### src/rtl/sd_cmd_pkg.sv
package sd_cmd_pkg;

  typedef enum logic [3:0] {
    ST_IDLE     = 4'd0,
    ST_INIT     = 4'd1,
    ST_TX_START = 4'd2,
    ST_TX_DIR   = 4'd3,
    ST_TX_BODY  = 4'd4,
    ST_TX_CRC   = 4'd5,
    ST_TX_END   = 4'd6,
    ST_RX_START = 4'd7,
    ST_RX_IRQ   = 4'd8,
    ST_RX_DIR   = 4'd9,
    ST_RX_IDX   = 4'd10,
    ST_RX_BODY  = 4'd11,
    ST_RX_CRC   = 4'd12,
    ST_RX_END   = 4'd13,
    ST_GAP      = 4'd14,
    ST_TURN     = 4'd15
  } cmd_state_e;

  localparam int FRAME_BITS = 48;
  localparam int LONG_BITS  = 136;
  localparam int CRC_SPAN   = 40;
  localparam int LONG_BODY  = 120;
  localparam int SHORT_BODY = 32;

  // Serial CRC7 (x^7 + x^3 + 1), zero seed, MSB first.
  function automatic logic [6:0] crc7_calc(input logic [CRC_SPAN-1:0] d);
    logic [6:0] c;
    logic       fb;
    c = '0;
    for (int i = CRC_SPAN - 1; i >= 0; i--) begin
      fb = d[i] ^ c[6];
      c  = {c[5:0], 1'b0} ^ (fb ? 7'h09 : 7'h00);
    end
    return c;
  endfunction

  // Code for command bit b on the line.
  function automatic cmd_state_e tx_code(input logic [7:0] b);
    if (b == 8'd0)       return ST_TX_START;
    else if (b == 8'd1)  return ST_TX_DIR;
    else if (b < 8'd40)  return ST_TX_BODY;
    else if (b < 8'd47)  return ST_TX_CRC;
    else                 return ST_TX_END;
  endfunction

  // Code after n reply bits have been sampled.
  function automatic cmd_state_e rx_code(input logic [7:0] n, input logic lng);
    logic [7:0] total;
    total = lng ? 8'(LONG_BITS) : 8'(FRAME_BITS);
    if (n == 8'd1)                return ST_RX_START;
    else if (n == 8'd2)           return ST_RX_DIR;
    else if (n <= 8'd8)           return ST_RX_IDX;
    else if (n <= total - 8'd8)   return ST_RX_BODY;
    else if (n <= total - 8'd1)   return ST_RX_CRC;
    else                          return ST_RX_END;
  endfunction

endpackage

### src/rtl/sd_crc7_ser.sv
module sd_crc7_ser (
  input  logic       clk,
  input  logic       rst,
  input  logic       clr,
  input  logic       en,
  input  logic       din,
  output logic [6:0] crc
);
  logic fb;
  assign fb = din ^ crc[6];

  always_ff @(posedge clk) begin
    if (rst || clr) crc <= '0;
    else if (en)    crc <= {crc[5:0], 1'b0} ^ (fb ? 7'h09 : 7'h00);
  end
endmodule

### src/rtl/sd_cmd_tick.sv
module sd_cmd_tick #(
  parameter int W = 7
) (
  input  logic         clk,
  input  logic         rst,
  input  logic         load,
  input  logic [W-1:0] load_val,
  input  logic         dec,
  output logic         zero
);
  logic [W-1:0] cnt;
  assign zero = (cnt == '0);

  always_ff @(posedge clk) begin
    if (rst)              cnt <= '0;
    else if (load)        cnt <= load_val;
    else if (dec && !zero) cnt <= cnt - 1'b1;
  end
endmodule

### src/rtl/sd_cmd_path.sv
module sd_cmd_path
  import sd_cmd_pkg::*;
#(
  parameter int INIT_CLKS = 80,
  parameter int NCC_CLKS  = 8,
  parameter int TURN_MAX  = 64
) (
  input  logic           clk,
  input  logic           rst,
  input  logic           clk_en,
  input  logic           req_valid,
  input  logic [5:0]     req_index,
  input  logic [31:0]    req_arg,
  input  logic [1:0]     req_rsp,
  output logic           req_ready,
  output logic           cmd_o,
  output logic           cmd_oe,
  input  logic           cmd_i,
  output logic           done,
  output logic           err_timeout,
  output logic           err_crc,
  output logic           err_end,
  output logic [119:0]   rsp_payload,
  output logic [5:0]     last_index,
  output logic [3:0]     state_code
);
  localparam int MAX_A   = (INIT_CLKS > TURN_MAX) ? INIT_CLKS : TURN_MAX;
  localparam int CNT_MAX = (MAX_A > NCC_CLKS) ? MAX_A : NCC_CLKS;
  localparam int CNT_W   = $clog2(CNT_MAX + 1);

  cmd_state_e            st;
  logic                  init_done;
  logic [FRAME_BITS-1:0] txsr;
  logic [7:0]            nbit;
  logic [LONG_BITS-1:0]  rsr;
  logic [LONG_BITS-1:0]  rsr_nx;
  logic                  rsp_long, rsp_none;
  logic                  accept;
  logic [FRAME_BITS-1:0] frame;
  logic [CRC_SPAN-1:0]   head;
  logic [7:0]            rx_total;
  logic [7:0]            nbit_inc;

  logic             tick_load, tick_dec, tick_zero;
  logic [CNT_W-1:0] tick_val;
  logic             crc_clr, crc_en;
  logic [6:0]       crc_q;

  assign accept     = req_valid && (st == ST_IDLE);
  assign req_ready  = (st == ST_IDLE);
  assign state_code = st;
  assign head       = {1'b0, 1'b1, req_index, req_arg};
  assign frame      = {head, crc7_calc(head), 1'b1};
  assign rsr_nx     = {rsr[LONG_BITS-2:0], cmd_i};
  assign rx_total   = rsp_long ? 8'(LONG_BITS) : 8'(FRAME_BITS);
  assign nbit_inc   = nbit + 8'd1;

  sd_cmd_tick #(.W(CNT_W)) u_tick (
    .clk(clk), .rst(rst), .load(tick_load), .load_val(tick_val),
    .dec(tick_dec), .zero(tick_zero)
  );

  sd_crc7_ser u_rx_crc (
    .clk(clk), .rst(rst), .clr(crc_clr), .en(crc_en), .din(cmd_i), .crc(crc_q)
  );

  // Phase counter and receive CRC control.
  always_comb begin
    tick_load = 1'b0;
    tick_dec  = 1'b0;
    tick_val  = '0;
    crc_clr   = 1'b0;
    crc_en    = 1'b0;
    if (accept) begin
      tick_load = !init_done;
      tick_val  = CNT_W'(INIT_CLKS - 1);
    end else if (clk_en) begin
      unique case (st)
        ST_INIT: tick_dec = 1'b1;
        ST_TX_END: begin
          tick_load = 1'b1;
          tick_val  = rsp_none ? CNT_W'(NCC_CLKS - 1) : CNT_W'(TURN_MAX - 1);
          crc_clr   = 1'b1;
        end
        ST_TURN: begin
          if (cmd_i && tick_zero) begin
            tick_load = 1'b1;
            tick_val  = CNT_W'(NCC_CLKS - 1);
          end else if (cmd_i) begin
            tick_dec = 1'b1;
          end
        end
        ST_RX_START, ST_RX_DIR, ST_RX_IDX, ST_RX_BODY, ST_RX_CRC:
          crc_en = (nbit < 8'(CRC_SPAN));
        ST_RX_END: begin
          tick_load = 1'b1;
          tick_val  = CNT_W'(NCC_CLKS - 1);
        end
        ST_GAP: tick_dec = 1'b1;
        default: ;
      endcase
    end
  end

  always_ff @(posedge clk) begin
    if (rst) begin
      st          <= ST_IDLE;
      init_done   <= 1'b0;
      cmd_o       <= 1'b1;
      cmd_oe      <= 1'b0;
      txsr        <= '0;
      nbit        <= '0;
      rsr         <= '0;
      rsp_long    <= 1'b0;
      rsp_none    <= 1'b1;
      done        <= 1'b0;
      err_timeout <= 1'b0;
      err_crc     <= 1'b0;
      err_end     <= 1'b0;
      rsp_payload <= '0;
      last_index  <= '0;
    end else begin
      done <= 1'b0;
      if (accept) begin
        txsr        <= frame;
        rsp_none    <= (req_rsp == 2'b00);
        rsp_long    <= req_rsp[1];
        err_timeout <= 1'b0;
        err_crc     <= 1'b0;
        err_end     <= 1'b0;
        cmd_oe      <= 1'b1;
        nbit        <= '0;
        if (init_done) begin
          st    <= ST_TX_START;
          cmd_o <= frame[FRAME_BITS-1];
        end else begin
          st    <= ST_INIT;
          cmd_o <= 1'b1;
        end
      end else if (clk_en) begin
        unique case (st)
          ST_INIT: if (tick_zero) begin
            st        <= ST_TX_START;
            init_done <= 1'b1;
            cmd_o     <= txsr[FRAME_BITS-1];
          end
          ST_TX_START, ST_TX_DIR, ST_TX_BODY, ST_TX_CRC: begin
            txsr  <= txsr << 1;
            cmd_o <= txsr[FRAME_BITS-2];
            nbit  <= nbit_inc;
            st    <= tx_code(nbit_inc);
          end
          ST_TX_END: begin
            cmd_oe <= 1'b0;
            cmd_o  <= 1'b1;
            if (rsp_none) begin
              st   <= ST_GAP;
              done <= 1'b1;
            end else begin
              st <= ST_TURN;
            end
          end
          ST_TURN: begin
            if (!cmd_i) begin
              st   <= ST_RX_START;
              nbit <= 8'd1;
              rsr  <= rsr_nx;
            end else if (tick_zero) begin
              st          <= ST_GAP;
              done        <= 1'b1;
              err_timeout <= 1'b1;
            end
          end
          ST_RX_START, ST_RX_DIR, ST_RX_IDX, ST_RX_BODY, ST_RX_CRC: begin
            rsr  <= rsr_nx;
            nbit <= nbit_inc;
            st   <= rx_code(nbit_inc, rsp_long);
            if (nbit_inc == rx_total) begin
              done    <= 1'b1;
              err_end <= !cmd_i;
              if (rsp_long) begin
                last_index  <= rsr_nx[133:128];
                rsp_payload <= rsr_nx[127:8];
                err_crc     <= 1'b0;
              end else begin
                last_index  <= rsr_nx[45:40];
                rsp_payload <= {{(LONG_BODY-SHORT_BODY){1'b0}}, rsr_nx[39:8]};
                err_crc     <= (crc_q != rsr_nx[7:1]);
              end
            end
          end
          ST_RX_END: st <= ST_GAP;
          ST_GAP:    if (tick_zero) st <= ST_IDLE;
          ST_IDLE:   ;
          default:   st <= ST_IDLE;
        endcase
      end
    end
  end

endmodule

### config.mk
export PLATFORM = sky130hd
export DESIGN_NAME = sd_cmd_path
export DESIGN_NICKNAME = d
export VERILOG_FILES = /design/src/rtl/sd_cmd_pkg.sv /design/src/rtl/sd_crc7_ser.sv /design/src/rtl/sd_cmd_tick.sv /design/src/rtl/sd_cmd_path.sv
export SDC_FILE = /design/constraint.sdc
export NUM_CORES = 1
export LEC_CHECK = 0
export BUFFER_PORTS_ARGS = -buffer_cell sky130_fd_sc_hd__buf_2
export CAP_MARGIN = 10
export CORE_AREA = 3 3 171 173
export DETAILED_ROUTE_END_ITERATION = 7
export DIE_AREA = 0 0 174 176
export PLACE_DENSITY = 0.76
export SKIP_CTS_REPAIR_TIMING = 1
export SYNTH_ARGS = -nofsm -noshare
export SYNTH_HDL_FRONTEND = slang
export SYNTH_SLANG_ARGS = --single-unit
### constraint.sdc
create_clock -name clk -period 3.7 [get_ports clk]
set_input_delay 0.555 -clock clk [delete_from_list [all_inputs] [get_ports clk]]
set_output_delay 0.555 -clock clk [all_outputs]
set_load 0.02 [all_outputs]
[Yosys cells after proc, flatten, opt, wreduce, memory -nomap -nowiden]
Cells that the tools add are included.
W data, S select, Z words.
Storage, ports and cells
  flip-flop bits (word level): 342
  bits in latches: 0
  RAM bits: 0
  memory bits (read-only): 0
  bits of input ports: 45
  output and inout port bits: 137
  logic and storage cells: 269
  memories kept: 0
Operators by class
  $add $sub $neg: 4
  multiply operators: 0
  divide/modulo/power cells: 0
  $lt $le $gt $ge: 6
  equal/unequal tests: 23
  shift operators: 0
  muxes and demuxes: 103
  bitwise logic cells: 79
  reductions and logical operators: 36
Operators with widths (count)
  $pmux W133 S2: 1
  $xor A7 B4 Y7: 36
  $mux W4: 46
  $mux W47: 3
  $mux W133: 1
  $mux W120: 1
  $xor A1 B1 Y1: 36
  $pmux W4 S8: 1
  $eq A4 B4 Y1 const B: 7
  $mux W1: 27
  $lt A8 B6 Y1 const B: 3
  $mux W7: 3
  $mux W3: 6
  $mux W6: 3
  $pmux W6 S3: 1
  $eq A4 B3 Y1 const B: 4
  $le A8 B8 Y1: 2
  $mux W8: 2
  $pmux W8 S2: 1
  $reduce_and A4 Y1: 4
  $reduce_bool A2 Y1: 6
  $reduce_and A3 Y1: 3
  $reduce_or A9 Y1: 1
  $add A8 B1 Y8 const B: 1
  other kinds (36): 52

[Longest topological paths before layout]
  word-level depth: 110
  mapped depth: 15
  gate-level depth less buffers: 12

[Cells and area by module]
From an unflattened synthesis, not the netlist that was laid out.
Unflattened totals
  cells, all modules: 1606
  area, all modules: 14599.0 um^2
By module, submodules not included
  sd_cmd_path: times used 1, cells each 1530, area each 13903.3 um^2, sequential area each 6566.3 um^2
  sd_cmd_tick: times used 1, cells each 48, area each 419.2 um^2, sequential area each 140.1 um^2
  sd_crc7_ser: times used 1, cells each 28, area each 276.5 um^2, sequential area each 140.1 um^2

[Worst setup path after synthesis]
No wires, ideal clock.
  path kind: register to register
  from: register nbit[2]
  to: register rsp_payload[53]
  arrival: 3.477 ns
  data required time: 3.568 ns
  path slack: 0.090 ns
  stages on the path, launching flop included: 16
  buffers on the path: 4
  period minus slack after synthesis: 3.610 ns
  path through: dfxtp_1 -> clkbuf_1 -> and3_1 -> and2_0 -> nand3_1 -> xnor2_1 -> ha_1 -> nand2_1 -> or3_1 -> or4_1 -> or2_2 -> clkbuf_1 -> buf_2 -> clkbuf_1 -> nand2_1 -> a21oi_1
Between the ends
  word-level cells in the longest chain between the ends: 3
RTL lines
  start, declared: RTL line sd_cmd_path.sv:34  | logic [7:0] nbit;
  start signal, assigned: RTL line sd_cmd_path.sv:150  | nbit <= nbit_inc;
  start signal, assigned: RTL line sd_cmd_path.sv:176  | nbit <= nbit_inc;
  $add A8 B1 Y8: RTL line sd_cmd_path.sv:56  | assign nbit_inc = nbit + 8'd1;
  $eq A8 B8 Y1: RTL line sd_cmd_path.sv:178  | if (nbit_inc == rx_total) begin
  $reduce_and A4 Y1 (no line)
  end signal, assigned: RTL line sd_cmd_path.sv:183  | rsp_payload <= rsr_nx[127:8];
  end signal, assigned: RTL line sd_cmd_path.sv:187  | rsp_payload <= {{(LONG_BODY-SHORT_BODY){1'b0}}, rsr_nx[39:8]};
  end, declared: RTL line sd_cmd_path.sv:23  | output logic [119:0] rsp_payload,
Every way passes these cells.
A chain may end at the register's enable or synchronous reset.

[Worst setup path after layout]
  from: register nbit[1]
  to: register rsp_payload[82]
Same word-level chain as after synthesis.

==> qor.txt <==
OUTCOME
------------------------------------------------------------------------------------------------------
Status .................................................................................. finished clean

GLOBAL ROUTE
------------------------------------------------------------------------------------------------------
Total grt overflow ......................................................................            0
Antenna violations before repair ........................................................            0
Maximum number of pins on one net before global-route repair ............................          144
Vias in the first global route ..........................................................        11500
Global-route usage over all layers ......................................................        0.210
First-pass GRT wire length ..............................................................      55.4 mm

WORST SETUP PATH
------------------------------------------------------------------------------------------------------
Crit path kind ..........................................................................   reg -> reg
Sequence of cells on the critical path .................................................. and2_1 -> and2_0 -> nand3_1 -> xnor2_1 -> ha_1 -> nand2_1 -> or3_1 -> or4_4 -> nor2_4 -> buf_12 -> nand3_1 -> a21oi_1
Cell repeated most along the worst path ................................................. sky130_fd_sc_hd__nand3_1
Worst path slowest cell ................................................................. sky130_fd_sc_hd__or4_4
Destination of the worst register-to-register timing path ............................... rsp_payload[82]$_SDFFE_PP0P_
Worst setup path startpoint ............................................................. nbit[1]$_SDFFE_PP0P_
Launch point of the worst reg-to-reg path ............................................... nbit[1]$_SDFFE_PP0P_
Largest fanout of any net on the critical path ..........................................           41
Worst setup path endpoint ............................................................... rsp_payload[82]$_SDFFE_PP0P_
Startpoint class of the critical path ...................................................     register
Maximum cell stage delay along the critical path ........................................       530 ps
Crit path arrival time ..................................................................      3800 ps
Category of the worst setup path capture point ..........................................     register
Setup slack of the most critical reg-to-reg path ........................................       340 ps
Path depth of the worst reg2reg path ....................................................           12
Required time at the endpoint of the critical path ......................................      4140 ps

JOB
------------------------------------------------------------------------------------------------------
Max-cap violations ......................................................................            0

FINAL LAYOUT
------------------------------------------------------------------------------------------------------
Layout-stage area growth over the synthesis result ......................................        17.0%
Share of post-route cells with drive strength above 1 ...................................        0.152
Final #Nets .............................................................................         1928
Final non-filler cell area ..............................................................   0.0168 mm2
N_diodes ................................................................................            0
Finished Layout Cells ...................................................................         2278

STA
------------------------------------------------------------------------------------------------------
Worst Hold Margin .......................................................................       347 ps
Number of pins with negative max-slew slack in the final report .........................            0
Worst max-slew margin expressed relative to the limit ...................................        0.273
Tightest Pin Transition .................................................................      1090 ps
Post-route setup slack ..................................................................       343 ps
Minimum period implied by the final worst setup slack ...................................      3360 ps
Unrepaired setup endpoints after global routing .........................................        false
Final clock skew ........................................................................      15.9 ps
Hold Vio Cnt, Final .....................................................................            0
Sum of negative setup slack .............................................................         0 ps
Fmax achieved ...........................................................................      298 MHz
Setup Viol. Count Final .................................................................            0
Ratio of final minimum period to clock period ...........................................        0.907

ROUTING
------------------------------------------------------------------------------------------------------
Via Count ...............................................................................        12400
Number of DRC markers in iteration 0 ....................................................         1194
Drt drc .................................................................................            0
Total wire length .......................................................................      33.6 mm
Vias per Instance .......................................................................         5.44
Number of nets still failing antenna checks after routing ...............................            0
Detailed Routing Iterations Pass 1 ......................................................            5
Detail-routed net length per standard cell ..............................................      14.7 um

SYNTH
------------------------------------------------------------------------------------------------------
Synthesized instance count ..............................................................         1762
Predominant post-synthesis flop cell .................................................... sky130_fd_sc_hd__dfxtp_1
Leading area contributor after synthesis ................................................ sky130_fd_sc_hd__dfxtp_1
Portion of synthesized cell area occupied by the leading cell type ......................        0.478
Yosys Warn Count ........................................................................            0
Area of the mapped netlist ..............................................................   0.0143 mm2
Register area share after synthesis .....................................................        0.478
Top post-synthesis cells by area ........................................................ sky130_fd_sc_hd__dfxtp_1, sky130_fd_sc_hd__nand2_1, sky130_fd_sc_hd__a21oi_1
Async set-or-reset flop fraction in the synthesized netlist .............................            0
Total nets after synthesis ..............................................................         1816
Total of flip-flops plus latches after synthesis ........................................          342
Yosys cell types ........................................................................           59
Avg Synthesized Cell Area ...............................................................     8.13 um2
Number of enable flip-flop cells after synthesis ........................................            0

FLOORPLAN
------------------------------------------------------------------------------------------------------
Number of rows created at floorplan .....................................................           61
Placeable Area ..........................................................................   0.0278 mm2
Initial Utilization .....................................................................        0.516
I/O pin count ...........................................................................          182
Die outline area ........................................................................   0.0306 mm2
Die height ..............................................................................       176 um
Horizontal extent of the die ............................................................       174 um

CLOCK NETWORK
------------------------------------------------------------------------------------------------------
Count of H-tree levels built during CTS .................................................            2
Root Buffer ............................................................................. sky130_fd_sc_hd__clkbuf_16
Num Clock Sinks .........................................................................          342
Clock transition at the register clock pins on the worst setup and hold paths after CTS .        60 ps
Insertion delay of the later-clocked pin in the worst-skew pair .........................       520 ps
Longest Clk Path Bufs ...................................................................            3
Clock tree from TritonCTS ...............................................................         done
TritonCTS buffer count ..................................................................           37

POWER AND IR DROP
------------------------------------------------------------------------------------------------------
Share of total power in sequential cells ................................................        0.417
Int Power ...............................................................................      7.08 mW
Proportion of power drawn by combinational gates ........................................        0.217
Clock network fraction of design power ..................................................        0.366
Switch share ............................................................................        0.281
Worst ir drop on vdd ....................................................................     0.398 mV
Power per Cell Area .....................................................................   587 mW/mm2
Psw .....................................................................................      2.77 mW
Standby leakage power ...................................................................      6.49 nW

PLACE
------------------------------------------------------------------------------------------------------
Number of buffers inserted by port buffering ............................................          181
Placed Instance Area ....................................................................   0.0155 mm2
Pre-CTS WS ..............................................................................       206 ps
Final HPWL from detailed placement ......................................................      21.8 mm
Cell total after placement ..............................................................         2211
Global placement routability congestion .................................................        0.915

WORST HOLD PATH
------------------------------------------------------------------------------------------------------
Worst Hold Class ........................................................................    in -> reg

[layer usage]
layer | track usage | part of all wire
met5 | 0 | 0
met4 | 0.0992 | 0.042
met3 | 0.0286 | 0.047
met2 | 0.340 | 0.46
met1 | 0.279 | 0.45
[worst max-delay path: cells and delay by family (launching register included)]
kind / cells / cell delay (ps)
AND/OR/NAND/NOR: 8 / 1850
AO/OA/AOI/OAI: 1 / 200
buffers and inverters: 1 / 250
XOR/XNOR: 1 / 190
adder cells (fa/ha/maj): 1 / 320
flip-flops: 1 / 450
[sequential cells by signal, summed over array words and instances, names as in the netlist, 4 cells and up]
| name | flops |
|---|---|
| last_index | 6 |
| nbit | 8 |
| rsp_payload | 120 |
| rsr | 133 |
| state_code | 4 |
| txsr | 48 |
| u_rx_crc.crc | 7 |
| u_tick.cnt | 7 |
[cell usage after synthesis (all sizes together) (3+ instances only)]
| cell | n |
|---|---|
| a211o | 3 |
| a211oi | 49 |
| a21o | 3 |
| a21oi | 296 |
| a22oi | 5 |
| a311oi | 3 |
| a31oi | 4 |
| and2 | 5 |
| and3 | 4 |
| buf | 15 |
| clkbuf | 123 |
| dfxtp | 342 |
| ha | 9 |
| inv | 12 |
| mux2 | 3 |
| mux2i | 57 |
| nand2 | 450 |
| nand2b | 10 |
| nand3 | 101 |
| nand4 | 3 |
| nor2 | 100 |
| nor2b | 3 |
| nor3 | 12 |
| nor4 | 3 |
| o21ai | 23 |
| o21bai | 4 |
| o22ai | 3 |
| or3 | 3 |
| xnor2 | 55 |
| xnor3 | 15 |
| xor2 | 16 |
[logic make-up after synthesis]
logic type                 count (synthesis)  share of synthesized area
buffers and inverters                    150                     0.0403
and+or+nand+nor                          708                      0.205
AOI/OAI and AO/OA                        406                      0.158
muxes                                     60                     0.0422
adders and majority gates                 10                    0.00856
DFF                                      342                      0.478
xor gates and xnor gates                  86                     0.0684
[worst min-delay path by stage]
stage	slack [ps]	from	cells after the start	endpoint
floorplan	440	rsr[132]$_SDFFE_PP0P_	2	rsr[132]$_SDFFE_PP0P_
global placement	440	rsp_payload[5]$_SDFFE_PP0P_	2	rsp_payload[5]$_SDFFE_PP0P_
detailed placement	440	rsp_payload[60]$_SDFFE_PP0P_	2	rsp_payload[60]$_SDFFE_PP0P_
CTS	330	req_arg[23]	3	txsr[31]$_SDFFE_PP0P_
global route	340	req_arg[23]	3	txsr[31]$_SDFFE_PP0P_
finish	350	req_rsp[1]	3	rsp_long$_SDFFE_PP0P_
[through the flow]
stage,power [mW],util
3_5_place_dp,6.30,0.560
3_3_place_gp,6.24,0.560
2_1_floorplan,5.87,-
6_report,9.85,0.604
4_1_cts,9.91,0.603
5_1_grt,10.3,0.604
[cells in the final DEF (no fill, tap or decap), types with 3 or more instances in the layout]
master	n
sky130_fd_sc_hd__nand2_1	448
sky130_fd_sc_hd__dfxtp_1	339
sky130_fd_sc_hd__a21oi_1	295
sky130_fd_sc_hd__buf_2	180
sky130_fd_sc_hd__nand3_1	101
sky130_fd_sc_hd__nor2_1	99
sky130_fd_sc_hd__mux2i_1	57
sky130_fd_sc_hd__xnor2_1	53
sky130_fd_sc_hd__a211oi_1	48
sky130_fd_sc_hd__clkbuf_16	38
sky130_fd_sc_hd__o21ai_0	23
sky130_fd_sc_hd__buf_4	19
sky130_fd_sc_hd__xor2_1	16
sky130_fd_sc_hd__inv_1	12
sky130_fd_sc_hd__nor3_1	12
sky130_fd_sc_hd__xnor3_1	11
sky130_fd_sc_hd__clkbuf_1	11
sky130_fd_sc_hd__nand2b_1	10
sky130_fd_sc_hd__ha_1	9
sky130_fd_sc_hd__buf_12	9
sky130_fd_sc_hd__clkbuf_8	7
sky130_fd_sc_hd__a22oi_1	5
sky130_fd_sc_hd__clkinv_2	5
sky130_fd_sc_hd__and3_1	4
sky130_fd_sc_hd__o21bai_1	4
sky130_fd_sc_hd__a31oi_1	4
sky130_fd_sc_hd__xnor3_2	4
sky130_fd_sc_hd__and2_1	3
sky130_fd_sc_hd__nor4_1	3
sky130_fd_sc_hd__a21o_1	3
sky130_fd_sc_hd__or3_1	3
sky130_fd_sc_hd__nor2b_1	3
sky130_fd_sc_hd__nand4_1	3
sky130_fd_sc_hd__o22ai_1	3
sky130_fd_sc_hd__a311oi_1	3
sky130_fd_sc_hd__mux2_2	3
[cell type report]
cell class	instances	area [um2]
tap	378	473
fill	2472	11000
clock inverter	9	109
timing repair buffer	210	1250
sequential	342	6850
inverter	12	45.0
multi-input combinational	1271	6950
clock buffer	56	1090
[power by group through the flow]
| stage | clock network [mW] | logic, mW | registers (mW) |
|---|---|---|---|
| floorplan | 0 | 1.73 | 4.14 |
| global placement | 0 | 2.07 | 4.17 |
| detailed placement | 0 | 2.11 | 4.18 |
| CTS | 3.68 | 2.13 | 4.10 |
| global route | 3.83 | 2.34 | 4.14 |
| finish | 3.60 | 2.13 | 4.11 |
(Power assumes the default switching activity.)
